===== src/rtl/srs_pkg.sv =====
// Shared types for the supply reset sequencer.
// Assumes: nothing beyond IEEE 1800-2017.
package srs_pkg;

    // Sequencer phases: supply held low, hold timer running, reset released.
    typedef enum logic [1:0] {
        SEQ_LOW  = 2'd0,
        SEQ_HOLD = 2'd1,
        SEQ_RUN  = 2'd2
    } seq_state_t;

endpackage


===== src/rtl/srs_dip_filter.sv =====
// Qualifier for the below-threshold flag. low_q goes high only after
// supply_low has been sampled high on QUAL_CYCLES consecutive edges.
// Any good sample clears the run count, so separate glitches never add up.
// Assumes: supply_low is already synchronous to clk.
module srs_dip_filter #(
    parameter int QUAL_CYCLES = 20
) (
    input  logic clk,
    input  logic rst_n,
    input  logic supply_low,
    output logic low_q
);

    localparam int CW = $clog2(QUAL_CYCLES + 1);
    localparam logic [CW-1:0] LAST = CW'(QUAL_CYCLES - 1);

    logic [CW-1:0] run_cnt;

    // Count consecutive low samples and flag the qualified condition.
    always_ff @(posedge clk) begin
        if (!rst_n) begin
            run_cnt <= '0;
            low_q   <= 1'b0;
        end else if (!supply_low) begin
            run_cnt <= '0;
            low_q   <= 1'b0;
        end else if (!low_q) begin
            if (run_cnt == LAST) begin
                low_q <= 1'b1;
            end else begin
                run_cnt <= run_cnt + 1'b1;
            end
        end
    end

    // a qualified condition only appears after a low sample.
    p_qualify_from_low_r3: assert property (@(posedge clk) disable iff (!rst_n)
        $rose(low_q) |-> $past(supply_low));

    // a good sample always clears the qualified condition.
    p_good_clears_r4: assert property (@(posedge clk) disable iff (!rst_n)
        !supply_low |=> !low_q);

    // the run count never passes the qualify limit.
    p_run_bound_r4: assert property (@(posedge clk) disable iff (!rst_n)
        run_cnt <= LAST);

endmodule


===== src/rtl/srs_hold_seq.sv =====
// Reset sequencer. Keeps reset active while the qualified low condition
// holds. After recovery it runs a hold timer of HOLD_CYCLES cycles, then
// releases reset. A qualified dip during the hold restarts the sequence.
// Assumes: low_q comes from srs_dip_filter, and supply_low is the raw flag.
module srs_hold_seq
    import srs_pkg::*;
#(
    parameter int HOLD_CYCLES = 240000
) (
    input  logic clk,
    input  logic rst_n,
    input  logic supply_low,
    input  logic low_q,
    output logic rst_act,
    output logic hold_active
);

    localparam int HW = $clog2(HOLD_CYCLES + 1);
    localparam logic [HW-1:0] HOLD_LAST = HW'(HOLD_CYCLES - 1);

    seq_state_t    state;
    logic [HW-1:0] hold_cnt;

    // Phase transitions and hold counting.
    always_ff @(posedge clk) begin
        if (!rst_n) begin
            state    <= SEQ_LOW;
            hold_cnt <= '0;
        end else begin
            unique case (state)
                SEQ_LOW: begin
                    hold_cnt <= '0;
                    if (!low_q && !supply_low) begin
                        state <= SEQ_HOLD;
                    end
                end
                SEQ_HOLD: begin
                    if (low_q) begin
                        state    <= SEQ_LOW;
                        hold_cnt <= '0;
                    end else if (hold_cnt == HOLD_LAST) begin
                        state <= SEQ_RUN;
                    end else begin
                        hold_cnt <= hold_cnt + 1'b1;
                    end
                end
                SEQ_RUN: begin
                    hold_cnt <= '0;
                    if (low_q) begin
                        state <= SEQ_LOW;
                    end
                end
                default: begin
                    state    <= SEQ_LOW;
                    hold_cnt <= '0;
                end
            endcase
        end
    end

    // Decode the outputs from the phase.
    always_comb begin
        rst_act     = (state != SEQ_RUN);
        hold_active = (state == SEQ_HOLD);
    end

    // the hold counter stays inside its window.
    p_hold_bound_r2: assert property (@(posedge clk) disable iff (!rst_n)
        hold_cnt <= HOLD_LAST);

    // a qualified dip during the hold aborts the hold.
    p_restart_r7: assert property (@(posedge clk) disable iff (!rst_n)
        (hold_active && low_q) |=> !hold_active && rst_act);

    // every hold starts from a zero count.
    p_hold_fresh_r6: assert property (@(posedge clk) disable iff (!rst_n)
        $rose(hold_active) |-> hold_cnt == '0);

endmodule


===== src/rtl/srs_out_drive.sv =====
// Output polarity stage. Maps the internal active-high reset request onto
// the selected output polarity.
// Assumes: rst_act comes from a registered phase decode.
module srs_out_drive #(
    parameter bit ACTIVE_LOW = 1'b1
) (
    input  logic rst_act,
    output logic reset_out
);

    generate
        if (ACTIVE_LOW) begin : g_low
            // Drive low while reset is requested.
            assign reset_out = ~rst_act;
        end else begin : g_high
            // Drive high while reset is requested.
            assign reset_out = rst_act;
        end
    endgenerate

endmodule


===== src/rtl/supply_reset_seq.sv =====
// Supply supervisor reset sequencer top. Chain: dip qualifier, then the
// hold sequencer, then the polarity stage.
// Assumes: clk is free-running with a known period. QUAL_CYCLES and
// HOLD_CYCLES are set for that period (defaults match a 1 MHz clock).
module supply_reset_seq #(
    parameter int QUAL_CYCLES = 20,
    parameter int HOLD_CYCLES = 240000,
    parameter bit ACTIVE_LOW  = 1'b1
) (
    input  logic clk,
    input  logic rst_n,
    input  logic supply_low,
    output logic reset_out,
    output logic hold_active
);

    logic low_q;
    logic rst_act;

    srs_dip_filter #(.QUAL_CYCLES(QUAL_CYCLES)) u_filter (
        .clk        (clk),
        .rst_n      (rst_n),
        .supply_low (supply_low),
        .low_q      (low_q)
    );

    srs_hold_seq #(.HOLD_CYCLES(HOLD_CYCLES)) u_seq (
        .clk         (clk),
        .rst_n       (rst_n),
        .supply_low  (supply_low),
        .low_q       (low_q),
        .rst_act     (rst_act),
        .hold_active (hold_active)
    );

    srs_out_drive #(.ACTIVE_LOW(ACTIVE_LOW)) u_drive (
        .rst_act   (rst_act),
        .reset_out (reset_out)
    );

    // a qualified low supply forces reset on the next edge.
    p_low_forces_reset_r5: assert property (@(posedge clk) disable iff (!rst_n)
        low_q |=> rst_act);

    // reset is released only at the end of a hold.
    p_release_after_hold_r2: assert property (@(posedge clk) disable iff (!rst_n)
        $fell(rst_act) |-> $past(hold_active));

    // the power-on state forces reset and stops the timer.
    p_por_reset_r1: assert property (@(posedge clk)
        !rst_n |=> rst_act && !hold_active);

endmodule


===== config.mk =====
export PLATFORM = sky130hd
export DESIGN_NAME = supply_reset_seq
export DESIGN_NICKNAME = d
export VERILOG_FILES = /design/src/rtl/srs_pkg.sv /design/src/rtl/srs_dip_filter.sv /design/src/rtl/srs_hold_seq.sv /design/src/rtl/srs_out_drive.sv /design/src/rtl/supply_reset_seq.sv
export SDC_FILE = /design/constraint.sdc
export NUM_CORES = 1
export LEC_CHECK = 0
export BUFFER_PORTS_ARGS = -buffer_cell sky130_fd_sc_hd__buf_4
export CELL_PAD_IN_SITES_DETAIL_PLACEMENT = 0
export CELL_PAD_IN_SITES_GLOBAL_PLACEMENT = 1
export CORE_ASPECT_RATIO = 1.25
export CORE_MARGIN = 3
export CORE_UTILIZATION = 45
export DETAILED_ROUTE_END_ITERATION = 10
export GPL_ROUTABILITY_DRIVEN = 0
export PLACE_DENSITY_LB_ADDON = 0.12
export SLEW_MARGIN = 10
export SYNTH_ARGS = -nofsm -noshare
export SYNTH_HDL_FRONTEND = slang
export SYNTH_SLANG_ARGS = --single-unit

===== constraint.sdc =====
create_clock -name clk -period 2.2 [get_ports clk]
set_clock_uncertainty 0.15 [all_clocks]
set_input_delay 0.11 -clock clk [delete_from_list [all_inputs] [get_ports clk]]
set_output_delay 0.11 -clock clk [all_outputs]
set_load 0.01 [all_outputs]

* Yosys cells after proc, flatten, opt, wreduce, memory -nomap -nowiden *
Cells that the tools add are included.

word-level totals
  bits in registers = 26
  output and inout port bits = 2

cells by class
  add/sub/neg operators = 2
  equality and inequality tests = 8
  mux-type cells = 7
  bitwise operators = 5
  reductions and logical operators = 8

operator list
  kind                   number
  $add 18x1->18 const B  1
  $eq 18x18->1 const B   1
  $mux 2                 4
  $pmux 2 s3             1
  $add 5x1->5 const B    1
  $eq 5x5->1 const B     1
  $not 1->1              5
  $ne 2x2->1 const B     2
  $reduce_and 2->1       2
  $ne 3x1->1 const B     1
  $reduce_and 3->1       1
  $reduce_or 3->1        1
  $eq 2x1->1 const B     1
  $eq 2x2->1 const B     1
  $logic_not 1->1        2
  $logic_not 2->1        1
  $mux 1                 2
  $ne 2x1->1 const B     1
  $logic_and 1x1->1      1

* Depth between registers and ports, before layout *
  word-level depth = 4
  depth in mapped cells = 5
  gate-level depth less buffers = 5

* Cells and area by module *
A second synthesis with hierarchy kept.

unflattened totals
  cells, all modules = 141
  area total of the unflattened synthesis = 1221.2 um^2

modules (own cells, without submodules)
  module          times used  cells each  area an instance (um^2)  seq. area each (um^2)
  srs_hold_seq    1           113         960.9                    400.4
  srs_dip_filter  1           27          256.5                    120.1
  srs_out_drive   1           1           3.8                      0.0

* Worst setup path before layout *
Ideal clock, no wire load.

  kind = register to register
  start point = register u_seq.hold_cnt[3]
  end point = register u_seq.hold_cnt[17]
  library setup time = 0.059 ns
  arrival = 1.614 ns
  path slack = 0.377 ns
  stages on the path, launching flop included = 6
  buffers on the path = 1
  clock period less this slack = 1.823 ns
  cells stage by stage = dfxtp_1 > clkbuf_2 > nand4_4 > or4_4 > or4_1 > nand2_1

on the way
  longest elaborated chain between the ends = 1

RTL lines
  what                                           RTL line                                source
  start: declaration                             srs_hold_seq.sv:22                      logic [HW-1:0] hold_cnt;
  start signal: assignment                       srs_hold_seq.sv:44                      hold_cnt <= hold_cnt + 1'b1;
  $add 18x1->18 or $eq 18x18->1 (tied branches)  srs_hold_seq.sv:44, srs_hold_seq.sv:41

Several ways; a longest one is shown, not always the timed one.
A chain may end at the register's enable or synchronous reset.

* Final worst setup path *
Ends and elaborated chain as after synthesis.

==> results.sh <==
export IMPL_clock_path_buffers=2
export IMPL_drv_cap=0
export IMPL_drc=0
export IMPL_layout_commonest_cell="dfxtp_1"
export IMPL_synth_seq_cells=26
export IMPL_core_um2=2550
export IMPL_finalPower_uw=707
export IMPL_area_delta_synth_final_pct=9.79
export IMPL_synth_edf_count=0
export IMPL_final_setup_viol_count=0
export IMPL_vias_per_cell=5.77
export IMPL_wl_per_cell_um=13.9
export IMPL_rr_worst_depth=4
export IMPL_cp_max_fo=10
export IMPL_antenna_found_initial=0
export IMPL_synthTopCellsByArea="dfxtp_1 (41%), xnor2_1 (5.5%), nor2_1 (5.3%)"
export IMPL_track_usage=0.167
export IMPL_die_area_um2=3490
export IMPL_worstHoldEndpoint="u_seq.hold_cnt[1]"
export IMPL_power_leakage_uw=0.000459
export IMPL_yosys_warnings=0
export IMPL_clock_root_buffer="clkbuf_4"
export IMPL_yosys_area_top_type="dfxtp_1"
export IMPL_peakVddDrop_mv=0.386
export IMPL_async_flop_share=0
export IMPL_layout_setup_ws_ns=0.217
export IMPL_insertion_delay_ns=0.32
export IMPL_hp_class="reg2reg"
export IMPL_cts_tree="done"
export IMPL_clk_pin_slew_worst_paths_ns=0.14
export IMPL_critPathArrivalTime_ns=2.10
export IMPL_hold_buffers=2
export IMPL_synthCells=144
export IMPL_syn_num_nets=149
export IMPL_die_x_um=53.4
export IMPL_crit_type="reg2reg"
export IMPL_timing_fmax_ghz=0.504
export IMPL_gr_total_overflow=0
export IMPL_start_util=0.496
export IMPL_cp_required_ns=2.31
export IMPL_report_final_hold_viol_count=0
export IMPL_run_status="finished clean"
export IMPL_grt_pass1_wl_mm=4.53
export IMPL_grt_max_degree=14
export IMPL_layout_nets=160
export IMPL_tritoncts_num_buffers=3
export IMPL_yosysSeqAreaShare=0.411
export IMPL_final_max_slew_viol_count=0
export IMPL_hold_depth=2
export IMPL_ctsResizeCount=0
export IMPL_wl_mm=2.59
export IMPL_critPathCaptureType="register"
export IMPL_die_h_um=65.3
export IMPL_vias=1074
export IMPL_tns_ns=0
export IMPL_firstDrtPassIters=7
export IMPL_slew_headroom=0.709
export IMPL_min_delay_start="u_seq.hold_cnt[1]"
export IMPL_rr_startpoint="u_seq.hold_cnt[3]"
export IMPL_period_needed_ns=1.98
export IMPL_num_rows=20
export IMPL_power_density_nw_per_um2=509
export IMPL_seqCellArea_um2=520
export IMPL_n_antenna_cell=0
export IMPL_startpoint_type="register"
export IMPL_cts_sinks=26
export IMPL_dp_hpwl_mm=1.92
export IMPL_ys_types=38
export IMPL_multiInputGateArea_um2=728
export IMPL_worst_pin_slew_ns=0.431
export IMPL_layout_common_cells="dfxtp_1 (26), nor2_1 (18), nand2_1 (13)"
export IMPL_synth_main_ff_cell="dfxtp_1"
export IMPL_drive_gt1_frac=0.0980
export IMPL_yosysTopAreaCellShare=0.411
export IMPL_grt_pass1_vias=1034
export IMPL_r2r_setup_slack_ns=0.22
export IMPL_postCtsSetupBuffers=0
export IMPL_worst_r2r_endpoint="u_seq.hold_cnt[17]"
export IMPL_dpl_worst_slack_ns=0.258
export IMPL_syn_avg_cell_area_um2=8.78
export IMPL_min_period_over_period=0.901
export IMPL_port_buffers=4
export IMPL_fill_cells=248
export IMPL_rsz0062_at_grt="false"
export IMPL_io_pins=5
export IMPL_htree_levels=1
export IMPL_dr_first_iter_drc_count=40
export IMPL_ant_nets=0
export IMPL_utilization=0.544
export IMPL_netlist_area_um2=1260
==> cell families after synthesis <==
group	synth area share
xor gates and xnor gates	0.0831
DFF	0.411
muxes	0.00791
buffers and inverters	0.0129
and+or+nand+nor	0.351
AOI/OAI and AO/OA	0.114
adders and majority gates	0.0198
==> metal layers <==
metal | part of all wire | track usage | wire length (um)
met2 | 0.49 | 0.281 | 1270
met5 | 0 | 0 | 0
met4 | 0.0089 | 0.0479 | 23
met1 | 0.48 | 0.220 | 1240
met3 | 0.024 | 0.0204 | 61
==> registers in the layout, summed over array words and instances (netlist names) <==
name / count
u_seq.hold_cnt: 18
u_filter.run_cnt: 5
u_seq.state: 2
u_filter.low_q: 1
==> per-stage QoR <==
stage | instances | cell area, um^2 | hold WS (ns)
global placement | 181 | 1350 | 0.253
CTS | 186 | 1390 | 0.354
detailed placement | 181 | 1350 | 0.263
global route | 186 | 1390 | 0.380
finish | 186 | 1390 | 0.352
floorplan | 144 | 1260 | 0.114
==> synth_stat cells, types with 3 or more instances <==
library cell   n
a31oi_1        4
o21ai_0        6
nor4_1         5
xnor2_1        8
nor2_1        18
nand2b_1       3
nand2_1       13
nand3_1       10
dfxtp_1       26
nor3_1         5
a21oi_1        4
nor2b_1        5
xor2_1         4
==> power breakdown <==
| group | internal [uW] | switching (uW) |
|---|---|---|
| clock | 64.1 | 132 |
| sequential | 475 | 4.66 |
| combinational | 14.6 | 16.2 |
==> cell type report <==
| class | count | area share |
|---|---|---|
| Inverter | 1 | 0.00270 |
| Multi-Input combinational cell | 114 | 0.524 |
| Timing Repair Buffer | 9 | 0.0523 |
| Tap cell | 33 | 0.0297 |
| Sequential cell | 26 | 0.375 |
| Clock buffer | 3 | 0.0162 |
==> critical path, cell delays in order (launching register included) <==
cell and delay (ns):
dfxtp_1 0.50, nand4_4 0.21, or4_4 0.59, or4_1 0.41, nand2_1 0.07
==> how the worst max path moves through the flow <==
stage / from / to / slack, ns / cells past startpoint
2_1_floorplan: u_seq.hold_cnt[3] / u_seq.hold_cnt[17] / 0.38 / 5
3_3_place_gp: u_seq.hold_cnt[3] / u_seq.hold_cnt[17] / 0.30 / 4
3_5_place_dp: u_seq.hold_cnt[3] / u_seq.hold_cnt[17] / 0.26 / 4
4_1_cts: u_seq.hold_cnt[3] / u_seq.hold_cnt[17] / 0.21 / 4
5_1_grt: u_seq.hold_cnt[3] / u_seq.hold_cnt[17] / 0.12 / 4
6_report: u_seq.hold_cnt[3] / u_seq.hold_cnt[17] / 0.22 / 4
Note: power is estimated with default switching activity, not from simulation.
